## config.mk

```make
export PLATFORM = sky130hd
export DESIGN_NAME = crc_retry_seq
export DESIGN_NICKNAME = d
export VERILOG_FILES = /design/src/rtl/crc_seq_pkg.sv /design/src/rtl/crc_seq_ctrl.sv /design/src/rtl/crc_seq_tally.sv /design/src/rtl/crc_seq_status.sv /design/src/rtl/crc_retry_seq.sv
export SDC_FILE = /design/constraint.sdc
export NUM_CORES = 1
export LEC_CHECK = 0
export BUFFER_PORTS_ARGS = -buffer_cell sky130_fd_sc_hd__buf_2
export CORE_AREA = 3 3 40 42
export CTS_BUF_LIST = sky130_fd_sc_hd__clkbuf_4 sky130_fd_sc_hd__clkbuf_8 sky130_fd_sc_hd__clkbuf_16
export DETAILED_ROUTE_END_ITERATION = 10
export DIE_AREA = 0 0 43 45
export PLACE_DENSITY = 0.51
export SLEW_MARGIN = 10
export SYNTH_ARGS = -nofsm -noshare
export SYNTH_HDL_FRONTEND = slang
export SYNTH_SLANG_ARGS = --single-unit
```

## constraint.sdc

```tcl
create_clock -name clk_i -period 1.39 [get_ports clk_i]
set_input_delay 0.2085 -clock clk_i [delete_from_list [all_inputs] [get_ports clk_i]]
set_output_delay 0.2085 -clock clk_i [all_outputs]
set_load 0.05 [all_outputs]
```

## src/rtl/crc_seq_pkg.sv

```systemverilog
package crc_seq_pkg;
  typedef enum logic [1:0] {
    ST_IDLE   = 2'd0,
    ST_LAUNCH = 2'd1,
    ST_WAIT   = 2'd2,
    ST_DONE   = 2'd3
  } seq_state_e;
endpackage

```

## src/rtl/crc_seq_ctrl.sv

```systemverilog
module crc_seq_ctrl
  import crc_seq_pkg::*;
(
  input  logic clk_i,
  input  logic rst_ni,
  input  logic done_i,
  input  logic pass_i,
  input  logic at_limit_i,
  output logic start_o,
  output logic ready_o,
  output logic fail_inc_o,
  output logic fail_last_o
);
  seq_state_e state_q, state_d;
  logic       eval;

  assign eval = (state_q == ST_WAIT) && done_i;

  always_comb begin
    state_d = state_q;
    unique case (state_q)
      ST_IDLE:   state_d = ST_LAUNCH;
      ST_LAUNCH: state_d = ST_WAIT;
      ST_WAIT:   if (done_i) state_d = (pass_i || at_limit_i) ? ST_DONE : ST_LAUNCH;
      ST_DONE:   state_d = ST_DONE;
      default:   state_d = ST_IDLE;
    endcase
  end

  always_ff @(posedge clk_i or negedge rst_ni) begin
    if (!rst_ni) state_q <= ST_IDLE;
    else         state_q <= state_d;
  end

  assign start_o     = (state_q == ST_LAUNCH);
  assign ready_o     = (state_q == ST_DONE);
  assign fail_inc_o  = eval && !pass_i && !at_limit_i;
  assign fail_last_o = eval && !pass_i && at_limit_i;

  p_start_one_cycle_r2: assert property (@(posedge clk_i) disable iff (!rst_ni)
    start_o |=> !start_o);
  p_no_start_when_ready_r9: assert property (@(posedge clk_i) disable iff (!rst_ni)
    ready_o |-> !start_o);
  p_ready_sticky_r8: assert property (@(posedge clk_i) disable iff (!rst_ni)
    ready_o |=> ready_o);
  p_retry_restarts_r4: assert property (@(posedge clk_i) disable iff (!rst_ni)
    fail_inc_o |=> start_o);
  p_launch_ignores_done_r3: assert property (@(posedge clk_i) disable iff (!rst_ni)
    start_o |=> !ready_o);
endmodule

```

## src/rtl/crc_seq_tally.sv

```systemverilog
module crc_seq_tally #(
  parameter int unsigned MAX_RETRY = 8,
  parameter int unsigned CNT_W     = $clog2(MAX_RETRY + 1)
) (
  input  logic             clk_i,
  input  logic             rst_ni,
  input  logic             inc_i,
  input  logic             last_i,
  output logic [CNT_W-1:0] count_o,
  output logic             flag_o,
  output logic             at_limit_o
);
  localparam logic [CNT_W-1:0] LIMIT = CNT_W'(MAX_RETRY);

  logic [CNT_W-1:0] count_q;
  logic             flag_q;

  always_ff @(posedge clk_i or negedge rst_ni) begin
    if (!rst_ni) begin
      count_q <= '0;
      flag_q  <= 1'b0;
    end else begin
      if (inc_i)  count_q <= count_q + 1'b1;
      if (last_i) flag_q  <= 1'b1;
    end
  end

  assign count_o    = count_q;
  assign flag_o     = flag_q;
  assign at_limit_o = (count_q == LIMIT);

  p_count_bound_r4: assert property (@(posedge clk_i) disable iff (!rst_ni)
    count_q <= LIMIT);
  p_flag_only_at_limit_r6: assert property (@(posedge clk_i) disable iff (!rst_ni)
    flag_q |-> (count_q == LIMIT));
  p_inc_below_limit_r4: assert property (@(posedge clk_i) disable iff (!rst_ni)
    inc_i |=> (count_q == $past(count_q) + 1'b1));
endmodule

```

## src/rtl/crc_seq_status.sv

```systemverilog
module crc_seq_status #(
  parameter int unsigned CNT_W  = 4,
  parameter int unsigned STAT_W = 8
) (
  input  logic [CNT_W-1:0]  count_i,
  input  logic              flag_i,
  output logic [STAT_W-1:0] status_o
);
  localparam int unsigned CNT_LSB = STAT_W - CNT_W;

  assign status_o[STAT_W-1:CNT_LSB] = count_i;
  assign status_o[0]                = flag_i;

  for (genvar g = 1; g < CNT_LSB; g++) begin : g_rsvd
    assign status_o[g] = 1'b0;
  end

  initial begin
    a_layout_fits_r7: assert (STAT_W >= CNT_W + 1);
  end
endmodule

```

## src/rtl/crc_retry_seq.sv

```systemverilog
module crc_retry_seq #(
  parameter int unsigned MAX_RETRY = 8,
  parameter int unsigned STAT_W    = 8
) (
  input  logic              clk_i,
  input  logic              rst_ni,
  input  logic              chk_done_i,
  input  logic              chk_pass_i,
  output logic              chk_start_o,
  output logic              pwr_ready_o,
  output logic [STAT_W-1:0] status_o
);
  localparam int unsigned CNT_W = $clog2(MAX_RETRY + 1);

  logic             fail_inc, fail_last, at_limit, flag;
  logic [CNT_W-1:0] count;

  crc_seq_ctrl u_ctrl (
    .clk_i       (clk_i),
    .rst_ni      (rst_ni),
    .done_i      (chk_done_i),
    .pass_i      (chk_pass_i),
    .at_limit_i  (at_limit),
    .start_o     (chk_start_o),
    .ready_o     (pwr_ready_o),
    .fail_inc_o  (fail_inc),
    .fail_last_o (fail_last)
  );

  crc_seq_tally #(.MAX_RETRY(MAX_RETRY), .CNT_W(CNT_W)) u_tally (
    .clk_i      (clk_i),
    .rst_ni     (rst_ni),
    .inc_i      (fail_inc),
    .last_i     (fail_last),
    .count_o    (count),
    .flag_o     (flag),
    .at_limit_o (at_limit)
  );

  crc_seq_status #(.CNT_W(CNT_W), .STAT_W(STAT_W)) u_status (
    .count_i  (count),
    .flag_i   (flag),
    .status_o (status_o)
  );

  p_status_frozen_r8: assert property (@(posedge clk_i) disable iff (!rst_ni)
    pwr_ready_o |=> $stable(status_o));
  p_flag_needs_ready_r6: assert property (@(posedge clk_i) disable iff (!rst_ni)
    status_o[0] |-> pwr_ready_o);
  p_count_frozen_waiting_r3: assert property (@(posedge clk_i) disable iff (!rst_ni)
    !chk_done_i |=> $stable(status_o));
endmodule

```

==> metrics, run 1 <==
CTS Buffer Depth 2; Post-Syn Instances 34; leakage power 0.232 nW; Hold WC Path Type in2reg; Gate power share 0.332; CP arrival 1.44 ns; Remaining DRCs 0; fmax 764 MHz; peak fanout along the critical path 5; Clk Latency, worst-skew pair 0.26 ns; TritonCTS Buffers 3; PD cells 1390 nW/um2; initial DRC count 6; min cycle time layout 1.31 ns; pin count of the biggest net entering global routing 8; slowest stage cell, crit path dfrtp_1; initial antenna violation count 0; P_sw 0.261 mW; Post-Route WL 728 um; placed cell area 439 um2; Synth cell types 19; final cell count without fillers 62; Initial Util 0.294; main flop type after synthesis dfrtp_1; async set-reset flop share out of synthesis 1.00; Max Cap Viol 0; WP data required 1.52 ns; CTS sink cnt 7; Net Sw Frac 0.390; Internal 0.409 mW; endpoint class of the critical path flop; design area 482 um2; kind of critical path reg2reg; PortBufs 10; root buffer cell clkbuf_4; Post-synth top cells 7 x dfrtp_1, 4 x buf_4, 3 x inv_1; vias in the first global route 286; DPL Wire Length 577 um; Sequential Power Share 0.390; Nets 54; routability cong. 0.688; cell taking the most area after synthesis dfrtp_1; top cell type's share of synthesized area 0.464; flops & latches, synth 7; Ant. Diodes 0; status finished clean; Seq/Total Area, Yosys 0.464; Worst R2R Path Depth 3; register area 178 um2; Area Overhead vs Synth 27.5%; Avg Vias per Cell 4.48; period utilization 0.941; IO Count 14; Netlist Area Pre-Place 378 um2; Avg WL per Cell 11.7 um; chip height 45 um; worst hold slack 0.226 ns; RSZ-0062 raised after global routing false; Setup Skew 0.0104 ns; Setup violations, final 0; CP Cell Sequence and4bb_2 -> nand2_2 -> mux2_4; Total Routing Usage GR 0.0982; cell row count 13; EDFF count, synth 0; first-pass GRT wire length 1260 um; htree depth 1; CTS tree done; critical path launch point type flop; hold depth 3; Worst-path clk slew 0.06 ns; Slew Limit Fails 0; multi-input combinational cell area 184 um2; Die X 43 um; count leader, synth dfrtp_1; setup tns final 0 ns; via count 278; area of the die 1940 um2; filler instances 138; endpoints failing hold 0; DR pass1 iterations 4; Avg Inst Size Synth 11.1 um2; Detail Route Antenna Nets 0; placed cells 57; Clock Power Share 0.277; fraction of layout cells with a size suffix above 1 0.511; crit-path max cell delay 0.41 ns; Max VDD drop 0.000612 V; total number of yosys warnings 0; largest cells by area after synthesis dfrtp_1 46%, buf_4 7.9%, ha_1 6.6%; total gr overflow 0; core area 1280 um2
what timing repair did:
item,in CTS,in global routing
resized for setup,0,3
endpoints found under the hold margin,7,0
buffers inserted,0,0
setup endpoints to repair,0,1
hold buffers,1,0
sequential cells by signal, summed over array words and instances, names as in the netlist:
name / count
u_tally.count_o: 4
u_tally.flag_o: 1
u_ctrl.state_q: 2
cells by family after synthesis:
| kind of cell | after synthesis | synth area share |
|---|---|---|
| compound gates | 5 | 0.0960 |
| xor+xnor | 2 | 0.0464 |
| fa+ha+maj | 2 | 0.0662 |
| buf+inv | 7 | 0.109 |
| flops | 7 | 0.464 |
| mux | 1 | 0.0397 |
| other cells | 1 | 0.00992 |
| simple gates | 9 | 0.169 |
final timing paths:
path	from	to	slack, ns
setup / recovery	u_ctrl.state_q[0]	u_tally.count_o[1]	0.08
hold / removal	chk_done_i	u_ctrl.state_q[0]	0.23
setup reg to reg	u_ctrl.state_q[0]	u_tally.count_o[1]	0.08
hold reg to reg	u_tally.flag_o	u_tally.flag_o	0.47
max in group asynchronous	rst_ni	u_tally.count_o[1]	0.91
min in group asynchronous	rst_ni	u_tally.flag_o	0.30
final cells by class:
type,instances,share of cell area
Timing Repair Buffer,11,0.130
Clock inverter,1,0.0104
Sequential cell,7,0.369
Clock buffer,3,0.0468
Inverter,3,0.0234
Tap cell,15,0.0390
Multi-Input combinational cell,22,0.382
placed cells by master (no fill, tap or decap), types with 2 or more instances in the layout:
master / netlist / final
clkbuf_4: 0 / 3
nand3b_1: 2 / 2
xnor2_1: 2 / 2
inv_2: 0 / 2
buf_2: 0 / 9
a21oi_1: 2 / 2
dfrtp_1: 7 / 5
dfrtp_2: 0 / 2
conb_1: 1 / 3
power groups by stage:
stage / combinational [mW] / clock [mW] / sequential (mW)
after global routing: 0.248 / 0.205 / 0.268
final: 0.223 / 0.186 / 0.262
after floorplan: 0.103 / 0 / 0.334
after global placement: 0.215 / 0 / 0.265
after CTS: 0.229 / 0.198 / 0.263
after detailed placement: 0.217 / 0 / 0.266
metal layers:
metal,global-route usage,part of all wire,vias to the layer above
met4,0.0904,0,0
met3,0.0518,0.066,0
li1,-,-,134
met2,0.159,0.55,8
met1,0.0889,0.38,136
met5,0,0,-
worst max-delay path: cells and delay by family, from the launching register on:
kind          cells  cell delay (ns)
simple gates      2             0.47
mux               1             0.30
flops             1             0.41
metrics by stage:
step	utilization	total power [mW]	setup WS, ns
final	0.375	0.670	0.0819
after detailed placement	0.342	0.483	0.103
after CTS	0.371	0.690	0.0311
after floorplan	-	0.438	0.00454
after global placement	0.342	0.480	0.103
after global routing	0.375	0.721	0.0230
(Power assumes the default switching activity.)
==> run 2: changes to the inputs <==
PLACE_DENSITY = 0.54   (was 0.51)
SYNTH_HIERARCHICAL = 1   (was not set)
clock period = 1.1 ns   (was 1.39 ns; I/O delays follow)
==> metrics, run 2 <==
top cell type's share of synthesized area 0.439 (-0.0247); final cell count without fillers 72 (+16%); Hold WC Path Type in2reg; critical path launch point type flop; cell row count 13 (unchanged); cell taking the most area after synthesis dfrtp_1; initial antenna violation count 0 (unchanged); core area 1280 um2 (unchanged); largest cells by area after synthesis dfrtp_1 44%, buf_4 15%, ha_1 6.3%; Slew Limit Fails 0 (unchanged); TritonCTS Buffers 3 (unchanged); Initial Util 0.311 (+0.0166); Post-synth top cells 8 x buf_4, 7 x dfrtp_1, 4 x nor2_1; Netlist Area Pre-Place 399 um2 (+5.6%); chip height 45 um (unchanged); count leader, synth buf_4; Max Cap Viol 0 (unchanged); Detail Route Antenna Nets 0 (unchanged); Setup Skew 0.00572 ns (-0.00465 ns); PortBufs 10 (unchanged); vias in the first global route 298 (+4.2%); Avg WL per Cell 10.5 um (-11%); first-pass GRT wire length 1220 um (-3.2%); area of the die 1940 um2 (unchanged); Remaining DRCs 0 (unchanged); slowest stage cell, crit path dfrtp_1; Die X 43 um (unchanged); pre-CTS WS -0.276 ns (-0.379 ns); peak fanout along the critical path 5 (unchanged); min cycle time layout 1.37 ns (+0.0572 ns); CTS sink cnt 7 (unchanged); leakage power 0.285 nW (+23%); Synth cell types 19 (unchanged); setup tns final -1.39 ns (-1.39 ns); routability cong. 0.672 (-2.3%); register area 175 um2 (-1.4%); Clk Latency, worst-skew pair 0.26 ns (about the same); PD cells 922 nW/um2 (-34%); CP Cell Sequence inv_2 -> ha_4 -> nand2_2 -> nor2_2 -> and4bb_2 -> nand4_1 -> xnor2_1; Ant. Diodes 0 (unchanged); failing checks negative setup slack; placed cells 65 (+14%); overall power 0.541 mW (-19%); DPL Wire Length 549 um (-4.9%); P_sw 0.142 mW (-46%); IO Count 14 (unchanged); EDFF count, synth 0 (unchanged); Total Routing Usage GR 0.0956 (-0.00268); endpoints failing hold 0 (unchanged); flops & latches, synth 7 (unchanged); Setup violations, final 12 (+12); total gr overflow 0 (unchanged); CTS Buffer Depth 2 (unchanged); Crit path max-delay family simple AND/OR/NAND/NOR gates; CP Buf/Inv Count 1 (+1); period utilization 1.24 (+0.300); Net Sw Frac 0.263 (-0.127); Clock Power Share 0.454 (+0.177); pin count of the biggest net entering global routing 8 (unchanged); CTS tree done; PnR worst setup slack -0.265 ns (-0.347 ns); Area Overhead vs Synth 47.0%; htree depth 1 (unchanged); Avg Vias per Cell 4.32 (-3.7%); fraction of layout cells with a size suffix above 1 0.561 (+0.0508); Post-Syn Instances 40 (+18%); Nets 64 (+19%); RSZ-0062 raised after global routing true; most common cell after layout, fill and taps aside dfrtp_1; Core Util, Final 0.457 (+0.0818); total number of yosys warnings 6 (+6); commonest non-fill, non-tap cells in the layout 7 x dfrtp_1, 6 x buf_6, 6 x buf_4, 5 x buf_2; DR pass1 iterations 1 (-3); via count 311 (+12%); endpoint class of the critical path flop; crit-path max cell delay 0.35 ns (-0.06 ns); main flop type after synthesis dfrtp_1; Sequential Power Share 0.476 (+0.086); Max VDD drop 0.000374 V (-39%); kind of critical path reg2reg; status finished, violations left; Gate power share 0.070 (-0.262); Post-Route WL 754 um (+3.6%); WP data required 1.25 ns (-0.27 ns); multi-input combinational cell area 195 um2 (+6.1%); Largest register FFs 4 (unchanged); Worst-path clk slew 0.06 ns (about the same); Internal 0.399 mW (-2.5%); Avg Inst Size Synth 9.98 um2 (-10%); Seq/Total Area, Yosys 0.439 (-0.0247); CP arrival 1.51 ns (+0.07 ns); fmax 732 MHz (-4.2%); root buffer cell clkbuf_4; async set-reset flop share out of synthesis 1.00 (unchanged); initial DRC count 0 (-6); filler instances 127 (-8.0%)
[run 2: worst reg2reg max path, delay by kind of cell, from the launching register on]
kind / cells / cell delay, ns
flops: 1 / 0.35
fa+ha+maj: 1 / 0.15
xor+xnor: 1 / 0.14
simple gates: 4 / 0.55
buf+inv: 1 / 0.06
[run 2: final cells by class]
type | instances | area share
multi-input combinational | 25 | 0.333
timing repair buffer | 19 | 0.277
sequential | 7 | 0.299
inverter | 2 | 0.0128
clock buffer | 3 | 0.0384
clock inverter | 1 | 0.00853
tap | 15 | 0.0320
[run 2: worst paths after layout]
check	from	to	slack, ns	depth (start not counted)
setup / recovery	u_tally/count_o[1]	u_tally/count_o[3]	-0.27	7
hold / removal	chk_done_i	u_ctrl/state_q[0]	0.16	3
setup reg to reg	u_tally/count_o[1]	u_tally/count_o[3]	-0.27	7
hold reg to reg	u_tally/flag_o	u_tally/flag_o	0.48	1
max in group asynchronous	rst_ni	u_tally/flag_o	0.66	2
min in group asynchronous	rst_ni	u_tally/count_o[2]	0.27	2
[run 2: kinds of logic (layout without fill, tap and decap cells)]
group / after synthesis / count (layout) / synth area share
AOI/OAI and AO/OA: 2 / 2 / 0.0251
adders and majority gates: 2 / 2 / 0.0627
other: 1 / 3 / 0.00940
buffers and inverters: 10 / 25 / 0.169
DFF: 7 / 7 / 0.439
and+or+nand+nor: 15 / 15 / 0.229
xor gates and xnor gates: 3 / 3 / 0.0658
[run 2: metal layers]
metal	part of all wire	track usage
met3	0.073	0.0398
met2	0.48	0.141
met4	0.044	0.108
met5	0	0
met1	0.41	0.0958
[run 2: stage by stage]
| step | instance area, um2 | hold slack (ns) |
|---|---|---|
| final | 587 | 0.155 |
| after global routing | 587 | 0.169 |
| after CTS | 562 | 0.159 |
| after detailed placement | 465 | 0.00823 |
| after global placement | 465 | 0.00818 |
| after floorplan | 412 | -0.131 |
[run 2: power groups by stage]
| stage | combinational, mW | sequential [mW] | clock [mW] |
|---|---|---|---|
| 4_1_cts | 0.0379 | 0.257 | 0.254 |
| 6_report | 0.0379 | 0.257 | 0.245 |
| 5_1_grt | 0.0405 | 0.257 | 0.279 |
| 3_5_place_dp | 0.0349 | 0.262 | 0 |
| 2_1_floorplan | 0.0327 | 0.262 | 0 |
| 3_3_place_gp | 0.0349 | 0.262 | 0 |
[run 2: repair_timing]
| action | 4_1_cts | 5_1_grt |
|---|---|---|
| hold buffers | 1 | 0 |
| pin swaps | 9 | 9 |
| setup endpoints to repair | 12 | 12 |
| gates resized for setup | 16 | 5 |
| hold endpoints to repair | 7 | 0 |
| buffers inserted | 1 | 2 |
